`src/rtl/rx_pkg.sv`:
```
package rx_pkg;
  typedef enum logic [2:0] {
    RX_IDLE, RX_START, RX_DATA, RX_PAR, RX_STOP, RX_BRK
  } rx_state_e;

  function automatic logic [3:0] char_bits(input logic [1:0] sel);
    return 4'd5 + {2'b00, sel};
  endfunction
endpackage

```
`src/rtl/rx_tick_gen.sv`:
```
module rx_tick_gen #(
  parameter int SYNC = 2
) (
  input  logic clk_i,
  input  logic rst_ni,
  input  logic rclk_i,
  input  logic serial_i,
  output logic tick_o,
  output logic rx_o
);
  logic [SYNC-1:0] rclk_q, ser_q;
  logic            rclk_d;

  always_ff @(posedge clk_i or negedge rst_ni) begin
    if (!rst_ni) begin
      rclk_q <= '0;
      ser_q  <= '1;
      rclk_d <= 1'b0;
    end else begin
      rclk_q <= {rclk_q[SYNC-2:0], rclk_i};
      ser_q  <= {ser_q[SYNC-2:0], serial_i};
      rclk_d <= rclk_q[SYNC-1];
    end
  end

  assign tick_o = rclk_q[SYNC-1] & ~rclk_d;
  assign rx_o   = ser_q[SYNC-1];

  // ticks are isolated pulses
  assert_tick_pulse_R2: assert property (@(posedge clk_i) disable iff (!rst_ni)
    tick_o |=> !tick_o);
endmodule

```
`src/rtl/rx_frame_fsm.sv`:
```
module rx_frame_fsm
  import rx_pkg::*;
#(
  parameter int DW = 8,
  parameter int OS = 16
) (
  input  logic          clk_i,
  input  logic          rst_ni,
  input  logic          tick_i,
  input  logic          rx_i,
  input  logic [1:0]    char_sel_i,
  input  logic          par_en_i,
  input  logic          par_even_i,
  output logic          load_o,
  output logic [DW-1:0] data_o,
  output logic          perr_o,
  output logic          brk_o,
  output logic          ferr_o
);
  localparam int CW = $clog2(OS);
  localparam logic [CW-1:0] MID = CW'(OS / 2 - 1);

  rx_state_e     state_q;
  logic [CW-1:0] cnt_q;
  logic [3:0]    idx_q;
  logic [DW-1:0] sh_q;
  logic          par_q, any_q;
  logic          samp;
  logic [3:0]    nbits;

  assign nbits = char_bits(char_sel_i);
  // free-running phase: 8 ticks to start centre, then every 16
  assign samp  = tick_i && (cnt_q == MID);

  always_ff @(posedge clk_i or negedge rst_ni) begin
    if (!rst_ni) begin
      state_q <= RX_IDLE;
      cnt_q   <= '0;
      idx_q   <= '0;
      sh_q    <= '0;
      par_q   <= 1'b0;
      any_q   <= 1'b0;
      load_o  <= 1'b0;
      data_o  <= '0;
      perr_o  <= 1'b0;
      brk_o   <= 1'b0;
      ferr_o  <= 1'b0;
    end else begin
      load_o <= 1'b0;
      ferr_o <= 1'b0;
      if (state_q == RX_IDLE) cnt_q <= '0;
      else if (tick_i)        cnt_q <= cnt_q + 1'b1;
      unique case (state_q)
        RX_IDLE: if (tick_i && !rx_i) begin
          state_q <= RX_START;
          idx_q   <= '0;
          par_q   <= 1'b0;
          any_q   <= 1'b0;
        end
        RX_START: if (samp) state_q <= rx_i ? RX_IDLE : RX_DATA;
        RX_DATA: if (samp) begin
          sh_q  <= {rx_i, sh_q[DW-1:1]};
          par_q <= par_q ^ rx_i;
          any_q <= any_q | rx_i;
          idx_q <= idx_q + 1'b1;
          if (idx_q == nbits - 4'd1) state_q <= par_en_i ? RX_PAR : RX_STOP;
        end
        RX_PAR: if (samp) begin
          par_q   <= par_q ^ rx_i;
          any_q   <= any_q | rx_i;
          state_q <= RX_STOP;
        end
        RX_STOP: if (samp) begin
          if (rx_i) begin
            load_o  <= 1'b1;
            data_o  <= sh_q >> (DW - int'(nbits));
            perr_o  <= par_en_i & (par_q ^ ~par_even_i);
            brk_o   <= 1'b0;
            state_q <= RX_IDLE;
          end else if (!any_q) begin
            load_o  <= 1'b1;
            data_o  <= '0;
            perr_o  <= 1'b0;
            brk_o   <= 1'b1;
            state_q <= RX_BRK;
          end else begin
            ferr_o  <= 1'b1;
            state_q <= RX_IDLE;
          end
        end
        RX_BRK: if (rx_i) state_q <= RX_IDLE;
        default: state_q <= RX_IDLE;
      endcase
    end
  end

  assert_brk_hold_R8: assert property (@(posedge clk_i) disable iff (!rst_ni)
    (state_q == RX_BRK && !rx_i) |=> state_q == RX_BRK);
  assert_brk_zero_R8: assert property (@(posedge clk_i) disable iff (!rst_ni)
    (load_o && brk_o) |-> data_o == '0);
  assert_false_start_R1: assert property (@(posedge clk_i) disable iff (!rst_ni)
    (state_q == RX_START && samp && rx_i) |=> (state_q == RX_IDLE && !load_o));
endmodule

```
`src/rtl/rx_holding.sv`:
```
module rx_holding #(
  parameter int DW = 8
) (
  input  logic          clk_i,
  input  logic          rst_ni,
  input  logic          load_i,
  input  logic [DW-1:0] data_i,
  input  logic          perr_i,
  input  logic          brk_i,
  input  logic          ferr_i,
  input  logic          rd_i,
  output logic [DW-1:0] rbr_o,
  output logic          rx_ready_no,
  output logic          overrun_o,
  output logic          parity_err_o,
  output logic          framing_err_o,
  output logic          break_o
);
  logic full_q;

  always_ff @(posedge clk_i or negedge rst_ni) begin
    if (!rst_ni) begin
      rbr_o         <= '0;
      full_q        <= 1'b0;
      overrun_o     <= 1'b0;
      parity_err_o  <= 1'b0;
      framing_err_o <= 1'b0;
      break_o       <= 1'b0;
    end else begin
      if (rd_i) begin
        full_q        <= 1'b0;
        overrun_o     <= 1'b0;
        parity_err_o  <= 1'b0;
        framing_err_o <= 1'b0;
        break_o       <= 1'b0;
      end
      // set after clear: new events survive a same-cycle read
      if (load_i) begin
        rbr_o  <= data_i;
        full_q <= 1'b1;
        if (full_q && !rd_i) overrun_o    <= 1'b1;
        if (perr_i)          parity_err_o <= 1'b1;
        if (brk_i)           break_o      <= 1'b1;
      end
      if (ferr_i) framing_err_o <= 1'b1;
    end
  end

  assign rx_ready_no = ~full_q;

  assert_ready_set_R7: assert property (@(posedge clk_i) disable iff (!rst_ni)
    load_i |=> !rx_ready_no);
  assert_ready_clr_R7: assert property (@(posedge clk_i) disable iff (!rst_ni)
    (rd_i && !load_i) |=> rx_ready_no);
  assert_overrun_R6: assert property (@(posedge clk_i) disable iff (!rst_ni)
    (load_i && !rx_ready_no && !rd_i) |=> overrun_o);
  assert_ferr_noload_R5: assert property (@(posedge clk_i) disable iff (!rst_ni)
    (ferr_i && !load_i) |=> $stable(rbr_o));
  assert_sticky_R10: assert property (@(posedge clk_i) disable iff (!rst_ni)
    (parity_err_o && !rd_i) |=> parity_err_o);
endmodule

```
`src/rtl/uart_rx_sync.sv`:
```
module uart_rx_sync #(
  parameter int DATA_W      = 8,
  parameter int OVERSAMPLE  = 16,
  parameter int SYNC_STAGES = 2
) (
  input  logic              clk_i,
  input  logic              rst_ni,
  input  logic              rclk_i,
  input  logic              serial_i,
  input  logic [1:0]        char_sel_i,
  input  logic              par_en_i,
  input  logic              par_even_i,
  input  logic              rd_i,
  output logic [DATA_W-1:0] rbr_o,
  output logic              rx_ready_no,
  output logic              overrun_o,
  output logic              parity_err_o,
  output logic              framing_err_o,
  output logic              break_o
);
  logic              tick, rx;
  logic              load, perr, brk, ferr;
  logic [DATA_W-1:0] data;

  rx_tick_gen #(.SYNC(SYNC_STAGES)) u_tick (
    .clk_i, .rst_ni, .rclk_i, .serial_i,
    .tick_o(tick), .rx_o(rx)
  );

  rx_frame_fsm #(.DW(DATA_W), .OS(OVERSAMPLE)) u_fsm (
    .clk_i, .rst_ni, .tick_i(tick), .rx_i(rx),
    .char_sel_i, .par_en_i, .par_even_i,
    .load_o(load), .data_o(data), .perr_o(perr), .brk_o(brk), .ferr_o(ferr)
  );

  rx_holding #(.DW(DATA_W)) u_hold (
    .clk_i, .rst_ni, .load_i(load), .data_i(data),
    .perr_i(perr), .brk_i(brk), .ferr_i(ferr), .rd_i,
    .rbr_o, .rx_ready_no, .overrun_o, .parity_err_o, .framing_err_o, .break_o
  );

  assert_upper_zero_R3: assert property (@(posedge clk_i) disable iff (!rst_ni)
    (load && char_sel_i == 2'b00) |=> rbr_o[DATA_W-1:5] == '0);
  assert_one_outcome_R5: assert property (@(posedge clk_i) disable iff (!rst_ni)
    !(load && ferr));
endmodule

```
`config.mk`:
```
export PLATFORM = sky130hd
export DESIGN_NAME = uart_rx_sync
export DESIGN_NICKNAME = d
export VERILOG_FILES = /design/src/rtl/rx_pkg.sv /design/src/rtl/rx_tick_gen.sv /design/src/rtl/rx_frame_fsm.sv /design/src/rtl/rx_holding.sv /design/src/rtl/uart_rx_sync.sv
export SDC_FILE = /design/constraint.sdc
export NUM_CORES = 1
export LEC_CHECK = 0
export BUFFER_PORTS_ARGS = -buffer_cell sky130_fd_sc_hd__buf_2
export CORE_MARGIN = 2
export CORE_UTILIZATION = 40
export CTS_BUF_LIST = sky130_fd_sc_hd__clkbuf_8
export DETAILED_ROUTE_END_ITERATION = 6
export GPL_TIMING_DRIVEN = 0
export PLACE_DENSITY = 0.66
export SLEW_MARGIN = 20
export SYNTH_ARGS = -nofsm -noshare
export SYNTH_HDL_FRONTEND = slang
export SYNTH_SLANG_ARGS = --single-unit
```
`constraint.sdc`:
```
create_clock -name clk_i -period 5.6 [get_ports clk_i]
set_input_delay 1.12 -clock clk_i [delete_from_list [all_inputs] [get_ports clk_i]]
set_output_delay 1.12 -clock clk_i [all_outputs]
set_load 0.02 [all_outputs]
```
=== After elaboration in Yosys (flattened, before gate mapping) ===
Cells that the tools add are included.

* $add $sub $neg: 5
* Equal/unequal tests: 16
* Shift operators: 1
* Mux-type cells: 48
* Bitwise operators: 8
* Reductions and logical operators: 17

{| class="wikitable"
|+ Operators by type and width
! kind !! count
|-
| 8-bit by 32-bit >> shifter with 8-bit output || 1
|-
| 3-bit 2-to-1 mux || 10
|-
| 1-bit 2-to-1 mux || 27
|-
| 3-bit one-hot mux with 6 select lines || 1
|-
| 4-bit 2-to-1 mux || 4
|-
| 8-bit 2-to-1 mux || 2
|-
| 2-bit by 1-bit != test with 1-bit output, second input constant || 6
|-
| 2-bit nonzero test || 5
|-
| 3-bit AND reduction || 3
|-
| 4-bit by 1-bit adder with 4-bit output, second input constant || 2
|-
| 4-bit one-hot mux with 2 select lines || 1
|-
| 7-bit AND reduction || 1
|-
| 3-bit by 2-bit equality test with 1-bit output, second input constant || 2
|-
| 3-bit equality test, second input constant || 2
|-
| 2-bit != test, second input constant || 3
|-
| 4-bit by 4-bit subtractor with 5-bit output, first input constant || 1
|-
| 3-bit by 2-bit adder with 4-bit output, first input constant || 1
|-
| 4-bit by 3-bit equality test with 1-bit output, second input constant || 1
|-
| 4-bit equality test || 1
|-
| 1-bit one-hot mux with 2 select lines || 2
|-
| 4-bit by 1-bit subtractor with 4-bit output, second input constant || 1
|-
| 3-bit by 1-bit equality test with 1-bit output, second input constant || 1
|-
| 1-bit logical AND || 3
|-
| 3-bit zero test || 1
|-
| 8 further kinds || 13
|}

* Bits in registers: 51
* Input bits: 9
* Output and inout bits: 13
* Word-level logic and storage cells: 115

=== Logic depth before layout (Yosys ltp) ===
* Depth in word-level cells: 6
* Depth in mapped cells: 7
* Gate-level depth less buffers: 6

=== Cells and area by module ===
From an unflattened synthesis, not the netlist that was laid out.

* Cell total of the unflattened synthesis: 215
* Area, all modules: 2452.4 um^2

{| class="wikitable"
|+ By module, submodules not included
! module !! instances !! cells an instance !! area each (um^2) !! seq. area each (um^2)
|-
| rx_frame_fsm || 1 || 179 || 1809.2 || 825.8
|-
| rx_holding || 1 || 30 || 501.7 || 325.3
|-
| rx_tick_gen || 1 || 6 || 141.4 || 127.6
|}

=== Worst setup path after synthesis ===
No wires, ideal clock.

* Kind: in2reg
* Start: input char_sel_i[0]
* End: register u_fsm.state_q[0]
* Library setup time: 0.125 ns
* Data arrival time: 2.540 ns
* Required time: 5.475 ns
* Setup slack: 2.935 ns
* Cell stages on the path: 6
* Path buffers: 0
* Path through: ha_1 > xor2_1 > and3_1 > o211ai_1 > a221oi_1 > mux2_2

* Word-level cells in the longest chain between the ends: 5

{| class="wikitable"
|+ Ends and longest elaborated chain
! item !! RTL line !! source
|-
| start, declared || uart_rx_sync.sv:10 || <nowiki>input logic [1:0] char_sel_i,</nowiki>
|-
| 3-bit by 2-bit adder with 4-bit output || rx_pkg.sv:7 || <nowiki>return 4'd5 + {2'b00, sel};</nowiki>
|-
| 4-bit by 1-bit subtractor with 4-bit output || rx_frame_fsm.sv:66 || <nowiki>if (idx_q == nbits - 4'd1) state_q <= par_en_i ? RX_PAR : RX_STOP;</nowiki>
|-
| 4-bit equality test || rx_frame_fsm.sv:66 ||
|-
| 2-bit by 1-bit != test with 1-bit output (no line) || - ||
|-
| 7-bit AND reduction (no line) || - ||
|-
| end signal, assigned || rx_frame_fsm.sv:60 || <nowiki>RX_START: if (samp) state_q <= rx_i ? RX_IDLE : RX_DATA;</nowiki>
|-
| end signal, assigned || rx_frame_fsm.sv:66 ||
|-
| end, declared || rx_frame_fsm.sv:23 || <nowiki>rx_state_e state_q;</nowiki>
|}

Every way passes these cells.
A chain may end at the register's enable or synchronous reset.

=== Final worst setup path ===
Same ends and word-level chain as after synthesis.

==> results.json <==
{
  "outcome": "finished clean",
  "first_global_vias": 1386,
  "min_path_type": "reg -> reg",
  "syn_area_per_cell_um2": 11.8,
  "wl_per_cell_um": 12.3,
  "combPwrFrac_pct": 17.1,
  "ant_nets": 0,
  "cts.sinks": 51,
  "clk_pin_slew_ps": 80,
  "routed-wl-met2_um": 1640,
  "p_seq_share_pct": 48.5,
  "finalClockSkew_ps": 5.67,
  "synth_edf_count": 0,
  "hold_violations": 0,
  "power_density_mw_per_mm2": 311,
  "switching_share_pct": 25.6,
  "power_frac_clock_pct": 34.4,
  "tightest_slew_ps": 619,
  "insertion_delay_ps": 300,
  "finalSetupTns_ps": 0,
  "min_period_ps": 2690,
  "synth_flop_cell": "dfrtp_1",
  "required_ps": 5790,
  "numCtsBuffers": 5,
  "hpwl_um": 2710,
  "synthesis.instances": 201,
  "path_class": "in -> reg",
  "drt_iter0_drc": 56,
  "htreeDepth": 2,
  "die_height_um": 81.1,
  "ys_seq_area_share_pct": 53.8,
  "irDropWorstVdd_v": 0.000137,
  "start_kind": "primary input",
  "cts_tree": "built",
  "synth_cell_type_count": 40,
  "io_buffers": 21,
  "drt-met1-wl_um": 1900,
  "drcViolationCount": 0,
  "path_max_fanout": 5,
  "synthArstFlopShare_pct": 100,
  "fmax_mhz": 371,
  "grt_overflow": 0,
  "syn_area_mm2": 0.00238,
  "slew_headroom_pct": 58.7,
  "dpl_cell_area_mm2": 0.00258,
  "place_congestion": 0.806,
  "fin_hold_ws_ps": 356,
  "viasPerCell": 4.92,
  "power_switching_w": 0.000216,
  "cts_setup_buffers": 0,
  "arrival_ps": 2880,
  "cap_violations": 0,
  "highest_layer": "met4",
  "gr-usage-all-layers_pct": 12.6,
  "clockBufferDepth": 2,
  "rows": 28,
  "critPathBufInv": 1,
  "fin_area_mm2": 0.00271,
  "cp-end-kind": "register",
  "worstPathCellList": "buf_2 -> ha_1 -> xor2_1 -> and3_1 -> o211ai_1 -> a221oi_1 -> mux2_2",
  "die_w_um": 81.1,
  "cts_root_buf": "clkbuf_8",
  "wirelength_um": 3750,
  "finalSetupViolCount": 0,
  "leakage_nw": 1.34,
  "diodes": 0,
  "rsz0062_at_grt": "false",
  "first_pass_iters": 4,
  "final_max_slew_viol_count": 0,
  "critPathMaxStageDelay_ps": 420,
  "syn_nets": 214,
  "fin_nets": 242,
  "antenna_found_initial": 0,
  "coreArea_mm2": 0.00582,
  "area_growth_pct": 14.0,
  "grt_pass1_wl_um": 6530,
  "die_area_mm2": 0.00658,
  "grt_start_max_net_pins": 52,
  "period_share_pct": 48.1,
  "synth-seq-cells": 51,
  "num_vias": 1500,
  "internal_power_w": 0.000629,
  "crit_family": "compound AO/OA/AOI/OAI gates",
  "cts.hold.buffers_added": 0,
  "cp_slowest_cell": "a221oi_1",
  "start_util_pct": 40.9,
  "drive_above_1_share_pct": 30.0,
  "met3_length_um": 157,
  "io_pins": 22,
  "ys.warnings.count": 0,
  "cts_resized": 0
}
==> layout make-up <==
cell class | instances | area, um^2
clock buffers | 5 | 68.8
flip-flops and latches | 51 | 1280
clock inverters | 3 | 63.8
inverters | 14 | 52.6
well taps | 75 | 93.8
fillers | 540 | 3100
plain buffers | 8 | 42.5
multi-input cells | 128 | 1000
repair buffers | 21 | 108
==> layer usage <==
| metal | global-route usage, % | vias to the layer above |
|---|---|---|
| li1 | - | 753 |
| met1 | 17.5 | 712 |
| met2 | 20.1 | 31 |
| met3 | 2.78 | 4 |
| met4 | 3.56 | 0 |
| met5 | 0 | - |
==> registers in the layout, summed over array words and instances, names as in the netlist, 2 cells and up <==
name	flops
u_tick.ser_q	2
u_fsm.idx_q	4
u_tick.rclk_q	2
u_fsm.data_o	8
u_fsm.state_q	3
u_fsm.sh_q	8
u_hold.rbr_o	8
u_fsm.cnt_q	4
==> synth_stat cells (2+ instances only) <==
cell / instances / share of area, %
buf_2: 4 / 0.84
nand2b_1: 3 / 0.79
xnor2_1: 5 / 1.8
o21ai_0: 17 / 3.6
a21o_1: 2 / 0.63
xor2_1: 5 / 1.8
nor2b_1: 3 / 0.79
nand2_1: 9 / 1.4
mux4_2: 5 / 4.7
dfrtp_1: 49 / 52
nor3_1: 4 / 0.84
clkbuf_1: 2 / 0.32
nor2_1: 13 / 2.1
nand3_1: 10 / 2.1
ha_1: 4 / 2.1
a21oi_1: 4 / 0.84
and3_1: 2 / 0.53
nand4_1: 2 / 0.53
inv_1: 14 / 2.2
dfstp_2: 2 / 2.2
mux2_2: 21 / 9.9
a22o_1: 3 / 1.1
==> power by group through the flow <==
stage	Sequential [W]	Combinational (W)	Clock (W)
after floorplan	0.000412	0.000114	0
after global placement	0.000417	0.000141	0
after detailed placement	0.000417	0.000144	0
after CTS	0.000410	0.000144	0.000298
after global routing	0.000413	0.000163	0.000314
final	0.000410	0.000144	0.000291
==> cell families after synthesis <==
| family | share of synthesized area, % |
|---|---|
| compound gates | 8.52 |
| flops | 53.8 |
| xor+xnor | 3.68 |
| simple gates | 13.3 |
| fa+ha+maj | 2.10 |
| mux | 14.7 |
| buf+inv | 4.00 |
==> final timing paths <==
check / start / end / slack, ps / cells past startpoint
setup / recovery: char_sel_i[0] / u_fsm.state_q[0] / 2910 / 7
hold / removal: u_tick.rclk_q[0] / u_tick.rclk_q[1] / 360 / 0
setup reg to reg: u_fsm.cnt_q[0] / u_fsm.sh_q[5] / 3520 / 5
hold reg to reg: u_tick.rclk_q[0] / u_tick.rclk_q[1] / 360 / 0
max in group asynchronous: rst_ni / u_fsm.state_q[2] / 4350 / 1
min in group asynchronous: rst_ni / u_fsm.sh_q[5] / 830 / 1
==> cells in the final DEF (no fill, tap or decap), types with 3 or more instances in the layout <==
| master | n |
|---|---|
| a22o_1 | 3 |
| xnor2_1 | 5 |
| a21oi_1 | 4 |
| clkbuf_8 | 5 |
| ha_1 | 4 |
| nor2_1 | 13 |
| nand2_1 | 9 |
| nand3_1 | 10 |
| inv_1 | 15 |
| mux2_2 | 21 |
| nor2b_1 | 3 |
| buf_2 | 24 |
| dfrtp_1 | 49 |
| mux4_2 | 5 |
| nor3_1 | 4 |
| o21ai_0 | 17 |
| xor2_1 | 5 |
| nand2b_1 | 3 |
==> metrics by stage <==
step | instances | total power, W | setup WS (ps) | utilization [%]
global placement | 297 | 0.000558 | 2610 | 44.3
finish | 305 | 0.000845 | 2910 | 46.6
global route | 305 | 0.000891 | 2810 | 46.6
floorplan | 201 | 0.000526 | 2940 | -
detailed placement | 297 | 0.000560 | 2610 | 44.4
CTS | 305 | 0.000852 | 2920 | 46.6
(Power assumes the default switching activity.)
